<file path="src/rtl/iq_pkg.sv">
package iq_pkg;
  localparam int TAG_W  = 4;
  localparam int ITEM_W = 16;
  localparam int BUS_W  = 32;
  localparam int NREG   = 1 << TAG_W;

  typedef struct packed {
    logic [TAG_W-1:0]  tag;
    logic [ITEM_W-1:0] data;
  } iq_item_t;
endpackage

</file>
<file path="src/rtl/iq_hdr.sv">
module iq_hdr
  import iq_pkg::*;
(
  input  logic             clk_i,
  input  logic             rst_ni,
  input  logic             wr_valid_i,
  input  logic             wr_hdr_i,
  input  logic [BUS_W-1:0] wr_data_i,
  output logic             push_o,
  output iq_item_t         item0_o,
  output iq_item_t         item1_o
);
  localparam int BEATS  = BUS_W / TAG_W;
  localparam int BEAT_W = $clog2(BEATS);

  logic [BUS_W-1:0]  tags_q;
  logic [BEAT_W-1:0] beat_q;
  logic [TAG_W-1:0]  tag;

  assign push_o = wr_valid_i & ~wr_hdr_i;
  assign tag    = tags_q[beat_q*TAG_W +: TAG_W];

  assign item0_o = '{tag: tag, data: wr_data_i[ITEM_W-1:0]};
  assign item1_o = '{tag: tag, data: wr_data_i[2*ITEM_W-1:ITEM_W]};

  always_ff @(posedge clk_i or negedge rst_ni) begin
    if (!rst_ni) begin
      tags_q <= '0;
      beat_q <= '0;
    end else if (wr_valid_i && wr_hdr_i) begin
      tags_q <= wr_data_i;
      beat_q <= '0;
    end else if (push_o) begin
      beat_q <= (beat_q == BEAT_W'(BEATS-1)) ? '0 : beat_q + 1'b1;
    end
  end

  assert_beat_wrap_R2: assert property (@(posedge clk_i) disable iff (!rst_ni)
    (push_o && beat_q == BEAT_W'(BEATS-1)) |=> (beat_q == '0));
  assert_hdr_restart_R2: assert property (@(posedge clk_i) disable iff (!rst_ni)
    (wr_valid_i && wr_hdr_i) |=> (beat_q == '0));
endmodule

</file>
<file path="src/rtl/iq_queue.sv">
module iq_queue
  import iq_pkg::*;
#(
  parameter int DEPTH = 16,
  localparam int CNT_W = $clog2(DEPTH+1),
  localparam int IDX_W = $clog2(DEPTH)
) (
  input  logic                       clk_i,
  input  logic                       rst_ni,
  input  logic                       push_i,
  input  iq_item_t                   item0_i,
  input  iq_item_t                   item1_i,
  input  logic                       rm_en_i,
  input  logic [IDX_W-1:0]           rm_idx_i,
  output logic [ITEM_W-1:0]          rm_data_o,
  output logic [NREG-1:0]            hit_o,
  output logic [NREG-1:0][IDX_W-1:0] idx_o,
  output logic [CNT_W-1:0]           level_o,
  output logic                       ovf_o
);
  iq_item_t         q_q  [DEPTH];
  iq_item_t         q_nx [DEPTH];
  logic [CNT_W-1:0] cnt_q, base;
  logic             accept, ovf_q;

  assign accept    = push_i && (cnt_q <= CNT_W'(DEPTH-2));
  assign base      = cnt_q - CNT_W'(rm_en_i);
  assign rm_data_o = q_q[rm_idx_i].data;
  assign level_o   = cnt_q;
  assign ovf_o     = ovf_q;

  // compacting shift keeps entries in arrival order
  always_comb begin
    for (int i = 0; i < DEPTH; i++) q_nx[i] = q_q[i];
    for (int i = 0; i < DEPTH-1; i++)
      if (rm_en_i && rm_idx_i <= IDX_W'(i)) q_nx[i] = q_q[i+1];
    if (accept) begin
      q_nx[base[IDX_W-1:0]]        = item0_i;
      q_nx[base[IDX_W-1:0] + 1'b1] = item1_i;
    end
  end

  // oldest match per tag: scan downward so the lowest index wins
  always_comb begin
    for (int r = 0; r < NREG; r++) begin
      hit_o[r] = 1'b0;
      idx_o[r] = '0;
      for (int i = DEPTH-1; i >= 0; i--) begin
        if (CNT_W'(i) < cnt_q && q_q[i].tag == TAG_W'(r)) begin
          hit_o[r] = 1'b1;
          idx_o[r] = IDX_W'(i);
        end
      end
    end
  end

  always_ff @(posedge clk_i or negedge rst_ni) begin
    if (!rst_ni) begin
      cnt_q <= '0;
      ovf_q <= 1'b0;
      for (int i = 0; i < DEPTH; i++) q_q[i] <= '0;
    end else begin
      cnt_q <= base + (accept ? CNT_W'(2) : CNT_W'(0));
      if (push_i && !accept) ovf_q <= 1'b1;
      for (int i = 0; i < DEPTH; i++) q_q[i] <= q_nx[i];
    end
  end

  assert_level_bound_R8: assert property (@(posedge clk_i) disable iff (!rst_ni)
    cnt_q <= CNT_W'(DEPTH));
  assert_rm_in_range_R4: assert property (@(posedge clk_i) disable iff (!rst_ni)
    rm_en_i |-> (CNT_W'(rm_idx_i) < cnt_q));
  assert_no_overflow_R8: assert property (@(posedge clk_i) disable iff (!rst_ni)
    (push_i && cnt_q > CNT_W'(DEPTH-2)) |=> (cnt_q <= $past(cnt_q)));
  assert_ovf_sticky_R8: assert property (@(posedge clk_i) disable iff (!rst_ni)
    ovf_q |=> ovf_q);
endmodule

</file>
<file path="src/rtl/iq_regfile.sv">
module iq_regfile
  import iq_pkg::*;
#(
  parameter int DEPTH = 16,
  localparam int IDX_W = $clog2(DEPTH)
) (
  input  logic                       clk_i,
  input  logic                       rst_ni,
  input  logic [NREG-1:0]            hit_i,
  input  logic [NREG-1:0][IDX_W-1:0] idx_i,
  input  logic [ITEM_W-1:0]          rm_data_i,
  output logic                       rm_en_o,
  output logic [IDX_W-1:0]           rm_idx_o,
  input  logic                       rd_req_i,
  input  logic [TAG_W-1:0]           rd_reg_i,
  output logic [ITEM_W-1:0]          rd_data_o,
  output logic                       rd_ok_o,
  output logic                       stall_o
);
  logic [ITEM_W-1:0] val_q [NREG];
  logic [NREG-1:0]   full_q, cons, cand;
  logic [TAG_W-1:0]  sel;

  assign rd_data_o = val_q[rd_reg_i];
  assign rd_ok_o   = full_q[rd_reg_i];
  assign stall_o   = rd_req_i & ~full_q[rd_reg_i];

  always_comb begin
    for (int r = 0; r < NREG; r++) begin
      cons[r] = rd_req_i && full_q[r] && (rd_reg_i == TAG_W'(r));
      cand[r] = (~full_q[r] | cons[r]) & hit_i[r];
    end
  end

  // lowest-index register wins the single refill slot
  always_comb begin
    sel     = '0;
    rm_en_o = 1'b0;
    for (int r = 0; r < NREG; r++) begin
      if (cand[r] && !rm_en_o) begin
        sel     = TAG_W'(r);
        rm_en_o = 1'b1;
      end
    end
  end
  assign rm_idx_o = idx_i[sel];

  always_ff @(posedge clk_i or negedge rst_ni) begin
    if (!rst_ni) begin
      full_q <= '0;
      for (int r = 0; r < NREG; r++) val_q[r] <= '0;
    end else begin
      for (int r = 0; r < NREG; r++) begin
        if (rm_en_o && sel == TAG_W'(r)) begin
          full_q[r] <= 1'b1;
          val_q[r]  <= rm_data_i;
        end else if (cons[r]) begin
          full_q[r] <= 1'b0;
        end
      end
    end
  end

  assert_single_refill_R4: assert property (@(posedge clk_i) disable iff (!rst_ni)
    1'b1 |=> ($countones(full_q & ~$past(full_q)) <= 1));
  assert_consume_clears_R6: assert property (@(posedge clk_i) disable iff (!rst_ni)
    (rd_req_i && rd_ok_o && !hit_i[rd_reg_i]) |=> !full_q[$past(rd_reg_i)]);
  assert_stall_empty_R7: assert property (@(posedge clk_i) disable iff (!rst_ni)
    (stall_o && !hit_i[rd_reg_i]) |=> !full_q[$past(rd_reg_i)]);
endmodule

</file>
<file path="src/rtl/iq_ofifo.sv">
module iq_ofifo #(
  parameter int DEPTH = 8,
  parameter int W     = 32,
  localparam int PW = $clog2(DEPTH),
  localparam int CW = $clog2(DEPTH+1)
) (
  input  logic         clk_i,
  input  logic         rst_ni,
  input  logic         push_i,
  input  logic [W-1:0] data_i,
  input  logic         pop_i,
  output logic [W-1:0] data_o,
  output logic         full_o,
  output logic         empty_o
);
  logic [W-1:0]  mem [DEPTH];
  logic [PW-1:0] wp_q, rp_q;
  logic [CW-1:0] cnt_q;
  logic          do_push, do_pop;

  assign full_o  = (cnt_q == CW'(DEPTH));
  assign empty_o = (cnt_q == '0);
  assign do_push = push_i & ~full_o;
  assign do_pop  = pop_i & ~empty_o;
  assign data_o  = mem[rp_q];

  always_ff @(posedge clk_i) begin
    if (do_push) mem[wp_q] <= data_i;
  end

  always_ff @(posedge clk_i or negedge rst_ni) begin
    if (!rst_ni) begin
      wp_q  <= '0;
      rp_q  <= '0;
      cnt_q <= '0;
    end else begin
      if (do_push) wp_q <= (wp_q == PW'(DEPTH-1)) ? '0 : wp_q + 1'b1;
      if (do_pop)  rp_q <= (rp_q == PW'(DEPTH-1)) ? '0 : rp_q + 1'b1;
      cnt_q <= cnt_q + CW'(do_push) - CW'(do_pop);
    end
  end

  assert_push_full_drop_R9: assert property (@(posedge clk_i) disable iff (!rst_ni)
    (push_i && full_o && !pop_i) |=> full_o);
  assert_pop_empty_ignored_R9: assert property (@(posedge clk_i) disable iff (!rst_ni)
    (pop_i && empty_o && !push_i) |=> empty_o);
endmodule

</file>
<file path="src/rtl/reorder_iq.sv">
module reorder_iq
  import iq_pkg::*;
#(
  parameter int IN_DEPTH  = 16,
  parameter int OUT_DEPTH = 8
) (
  input  logic                          clk_i,
  input  logic                          rst_ni,
  input  logic                          wr_valid_i,
  input  logic                          wr_hdr_i,
  input  logic [31:0]                   wr_data_i,
  output logic [$clog2(IN_DEPTH+1)-1:0] in_level_o,
  output logic                          in_ovf_o,
  input  logic                          rd_req_i,
  input  logic [3:0]                    rd_reg_i,
  output logic [15:0]                   rd_data_o,
  output logic                          rd_ok_o,
  output logic                          stall_o,
  input  logic                          res_push_i,
  input  logic [31:0]                   res_data_i,
  input  logic                          res_pop_i,
  output logic [31:0]                   res_data_o,
  output logic                          res_full_o,
  output logic                          res_empty_o
);
  localparam int IDX_W = $clog2(IN_DEPTH);

  logic                       push;
  iq_item_t                   item0, item1;
  logic                       rm_en;
  logic [IDX_W-1:0]           rm_idx;
  logic [ITEM_W-1:0]          rm_data;
  logic [NREG-1:0]            hit;
  logic [NREG-1:0][IDX_W-1:0] idx;

  iq_hdr u_hdr (
    .clk_i, .rst_ni, .wr_valid_i, .wr_hdr_i, .wr_data_i,
    .push_o(push), .item0_o(item0), .item1_o(item1)
  );

  iq_queue #(.DEPTH(IN_DEPTH)) u_queue (
    .clk_i, .rst_ni,
    .push_i(push), .item0_i(item0), .item1_i(item1),
    .rm_en_i(rm_en), .rm_idx_i(rm_idx), .rm_data_o(rm_data),
    .hit_o(hit), .idx_o(idx), .level_o(in_level_o), .ovf_o(in_ovf_o)
  );

  iq_regfile #(.DEPTH(IN_DEPTH)) u_regs (
    .clk_i, .rst_ni,
    .hit_i(hit), .idx_i(idx), .rm_data_i(rm_data),
    .rm_en_o(rm_en), .rm_idx_o(rm_idx),
    .rd_req_i, .rd_reg_i, .rd_data_o, .rd_ok_o, .stall_o
  );

  iq_ofifo #(.DEPTH(OUT_DEPTH), .W(32)) u_ofifo (
    .clk_i, .rst_ni,
    .push_i(res_push_i), .data_i(res_data_i), .pop_i(res_pop_i),
    .data_o(res_data_o), .full_o(res_full_o), .empty_o(res_empty_o)
  );
endmodule

</file>
<file path="config.mk">
export PLATFORM = sky130hd
export DESIGN_NAME = reorder_iq
export DESIGN_NICKNAME = d
export VERILOG_FILES = /design/src/rtl/iq_pkg.sv /design/src/rtl/iq_hdr.sv /design/src/rtl/iq_queue.sv /design/src/rtl/iq_regfile.sv /design/src/rtl/iq_ofifo.sv /design/src/rtl/reorder_iq.sv
export SDC_FILE = /design/constraint.sdc
export NUM_CORES = 2
export LEC_CHECK = 0
export BUFFER_PORTS_ARGS = -buffer_cell sky130_fd_sc_hd__buf_4
export CAP_MARGIN = 5
export CORE_MARGIN = 2
export CORE_UTILIZATION = 60
export DETAILED_ROUTE_END_ITERATION = 6
export HOLD_SLACK_MARGIN = 0.1
export PLACE_DENSITY_LB_ADDON = 0.05
export RECOVER_POWER = 100
export SLEW_MARGIN = 20
export SYNTH_ARGS = -nofsm -noshare
export SYNTH_HDL_FRONTEND = slang
export SYNTH_SLANG_ARGS = --single-unit
</file>
<file path="constraint.sdc">
create_clock -name clk_i -period 8.65 [get_ports clk_i]
set_input_delay 0.4325 -clock clk_i [delete_from_list [all_inputs] [get_ports clk_i]]
set_output_delay 0.4325 -clock clk_i [all_outputs]
set_load 0.02 [all_outputs]
</file>
==> results.md <==
* Status: finished with violations
* Violated checks: DRC, capacitance limit, slew limit
* Row count at approximately 110
* Final Hold Slack at approximately 180 ps
* MaxCap Viol Count at 21
* Synth top area share at 32.1%
* Initial Utilization at approximately three fifths
* Crit path max fanout at 23
* Die Wd at approximately 290 um
* Total track usage at between 30% and 40%
* Global route total overflow at 0
* Clock Sink Count at between 800 and 900
* Clk slew on worst S/H paths at around 60 ps
* Final net count at about 4400
* Max Freq at 0.121 GHz
* TritonCTS Buffers at 93
* CP endpoint kind: flip-flop
* Synthesized area at ~50000 um2
* Yosys reg bits at about 900
* Area Growth Syn to Fin at 10.3%
* Final Cell Area at 55300 um2
* Post-cts sizing count at 0
* Die height at just under 300 um
* Number of synthesized flops with an enable pin at between 200 and 300
* Layout cells sized above 1 at about 20%
* Hpwl dp at ~110000 um
* First-pass GRT wire length at ~240000 um
* RSZ-0062 raised after global routing: false
* DRT iter0 DRCs at ~4500
* I/O Buffers at 132
* Final setup viols at 0
* Final Util at between 60% and 70%
* Worst Tran Pin Value at between 4000 and 5000 ps
* Synth area leader: dfrtp_1
* Antenna viol nets, final at 0
* Seq/Total Area, Yosys at approximately 47%
* Final worst clock skew at approximately 47 ps
* Hold/Removal Path Class: input port to flip-flop
* DR pass1 iterations at 7
* Fin crit share at between 90% and 100%
* Vias/cell at approximately 7.0
* Core area at 83200 um2
* Ys async rst share at a little under three quarters
* Root Buffer: clkbuf_16
* Largest net degree at the start of global routing at 149
* Worst skew pair latency at 690 ps
* CTS tree: done
* CP required at 9200 ps
* Yosys cell types at 98
* Synth Flop Type: dfrtp_1
* Vias in the first global route at ~37000
* Setup crit start kind: flip-flop
* Longest Clk Path Bufs at 3
* WL/cell at a little under 30 um
* Top cells by area, synth: dfrtp_1 (32%), edfxtp_1 (15%), mux2i_1 (8.7%), mux2_2 (7.3%), mux4_2 (7.0%)
* Syn_nets at around 4400
* Max Slew Vio Count at between 800 and 900
* Routability cong. at about 1.1
* Max-slew headroom at -197%
* Final Hold Viols at 0
* Area post-placement at 52300 um2
* Setup TNS at 0 ps
* I/O pin cnt at about 130
* Crit Path Class: flip-flop to flip-flop
* WL final at 159000 um
* DRC at 1
* Cells after Synth at 4324
* H-Tree Depth at 3
* Tmin final at between 8000 and 9000 ps
* Average size of a mapped cell at between 10 and 15 um2
* Post-CTS setup-driven buffer insertion count at 0
* Critical Path AT at just under 9000 ps
* Antenna violations before repair at 4
* Vias at approximately 38000
* Die ar. at between 80000 and 90000 um2
* R2R setup slack at about 400 ps
* Yosys warnings at 0
==> stage by stage <==
step / cells / setup WS [ps]
4_1_cts: 5470 / 821
2_1_floorplan: 4324 / 2420
3_5_place_dp: 5260 / 799
6_report: 5475 / 412
5_1_grt: 5475 / 182
3_3_place_gp: 5260 / 816
==> timing repair <==
action                                  CTS  global route
hold buffers                             36             0
endpoints found under the setup margin    0             0
endpoints found under the hold margin   325             0
==> worst max-delay path: stages (launching register included) <==
cell and delay, ps:
dfrtp_1 620, buf_4 350, or4_1 640, nand4_1 230
nand4_1 270, o41ai_2 730, or4b_1 780, buf_4 320
o22ai_1 360, a211oi_2 50, buf_4 240, xnor2_1 150
nor4_1 80, a2111oi_0 620, nor4_2 110, buf_4 200
nand3_1 610, o22ai_1 400, or4_1 920, mux2_2 400
==> state kept, by name (all words and copies together), names as in the netlist, named ones only <==
| register | cells |
|---|---|
| u_queue.q_q | 300 |
| u_regs.val_q | 256 |
| u_ofifo.mem | 256 |
| u_regs.full_q | 16 |
| u_queue.level_o | 5 |
| u_ofifo.cnt_q | 4 |
| u_queue.ovf_o | 1 |
| u_ofifo.wp_q | 3 |
| u_hdr.beat_q | 3 |
| u_ofifo.rp_q | 3 |
| u_hdr.tags_q | 32 |
==> worst paths after layout <==
check                                              start                       endpoint  cells after the start
max                         u_queue.level_o[4]$_DFF_PN0_  u_regs.val_q[255]$_DFFE_PN0P_                     19
min                                         wr_data_i[7]    u_hdr.tags_q[7]$_DFFE_PN0P_                      2
max reg2reg                 u_queue.level_o[4]$_DFF_PN0_  u_regs.val_q[255]$_DFFE_PN0P_                     19
min reg2reg                u_regs.val_q[104]$_DFFE_PN0P_  u_regs.val_q[104]$_DFFE_PN0P_                      1
max in group asynchronous                         rst_ni     u_queue.q_q[287]$_DFF_PN0_                      3
min in group asynchronous                         rst_ni   u_regs.full_q[9]$_DFFE_PN0P_                      2
==> synthesized netlist by cell type, drive strengths merged (21+ instances only) <==
cell type	number
nor2b	132
mux2i	435
a31oi	25
a211o	23
clkbuf	281
nor3	62
mux2	325
a22oi	187
edfxtp	256
nand4	82
nor4	23
nand2b	34
dfrtp	643
a21oi	131
o211ai	68
or2	21
o22ai	236
or4	34
a211oi	111
o21ai	147
nand3	78
inv	32
nor2	161
nand2	203
buf	130
mux4	157
==> layout make-up <==
class | instances | area (um2)
well taps | 1080 | 1350
inverters | 34 | 128
clock inverters | 49 | 623
fillers | 6383 | 27800
repair buffers | 304 | 2050
clock buffers | 125 | 2580
flip-flops and latches | 899 | 23800
diodes | 4 | 10.0
multi-input cells | 2980 | 24800
==> routing by layer <==
layer / global-route usage, % / wire length (um)
met3: 7.56 / 14500
met5: 0 / 0
met2: 55.3 / 71300
met1: 53.6 / 68100
met4: 10.5 / 4760
==> kinds of logic after synthesis <==
kind of cell | count (synthesis) | share of synthesized area (%)
multiplexers | 917 | 23.0
XOR/XNOR | 8 | 0.140
adder cells (fa/ha/maj) | 17 | 0.439
AND/OR/NAND/NOR | 961 | 10.5
flip-flops | 899 | 47.4
AO/OA/AOI/OAI | 1077 | 14.8
buffers and inverters | 445 | 3.76
==> placed cells by master, fill, tap and decap left out, types with 12 or more instances in the layout <==
master,count
or2_2,19
mux2_2,320
clkbuf_1,131
inv_1,32
mux4_2,157
nor2_4,14
nand2b_1,34
nand3_1,77
o22ai_1,236
o21ai_0,136
nor2_1,138
nor3b_1,17
dfrtp_1,641
mux2i_1,435
nor2b_1,132
ha_1,16
dlygate4sd3_1,36
buf_4,140
o31ai_1,15
clkbuf_16,94
a211o_1,23
or4_1,32
a31oi_1,25
nand3b_1,20
nor3_1,51
edfxtp_1,256
o211ai_1,62
a21oi_1,128
nand4b_1,12
or3_1,20
clkinv_2,13
a22oi_1,187
nand2_1,199
a211oi_1,109
nand4_1,81
nor4_1,17
Power is left out: the tool's default activity adds up to more than one toggle a clock period on the data nets, which glitch-free logic cannot reach.
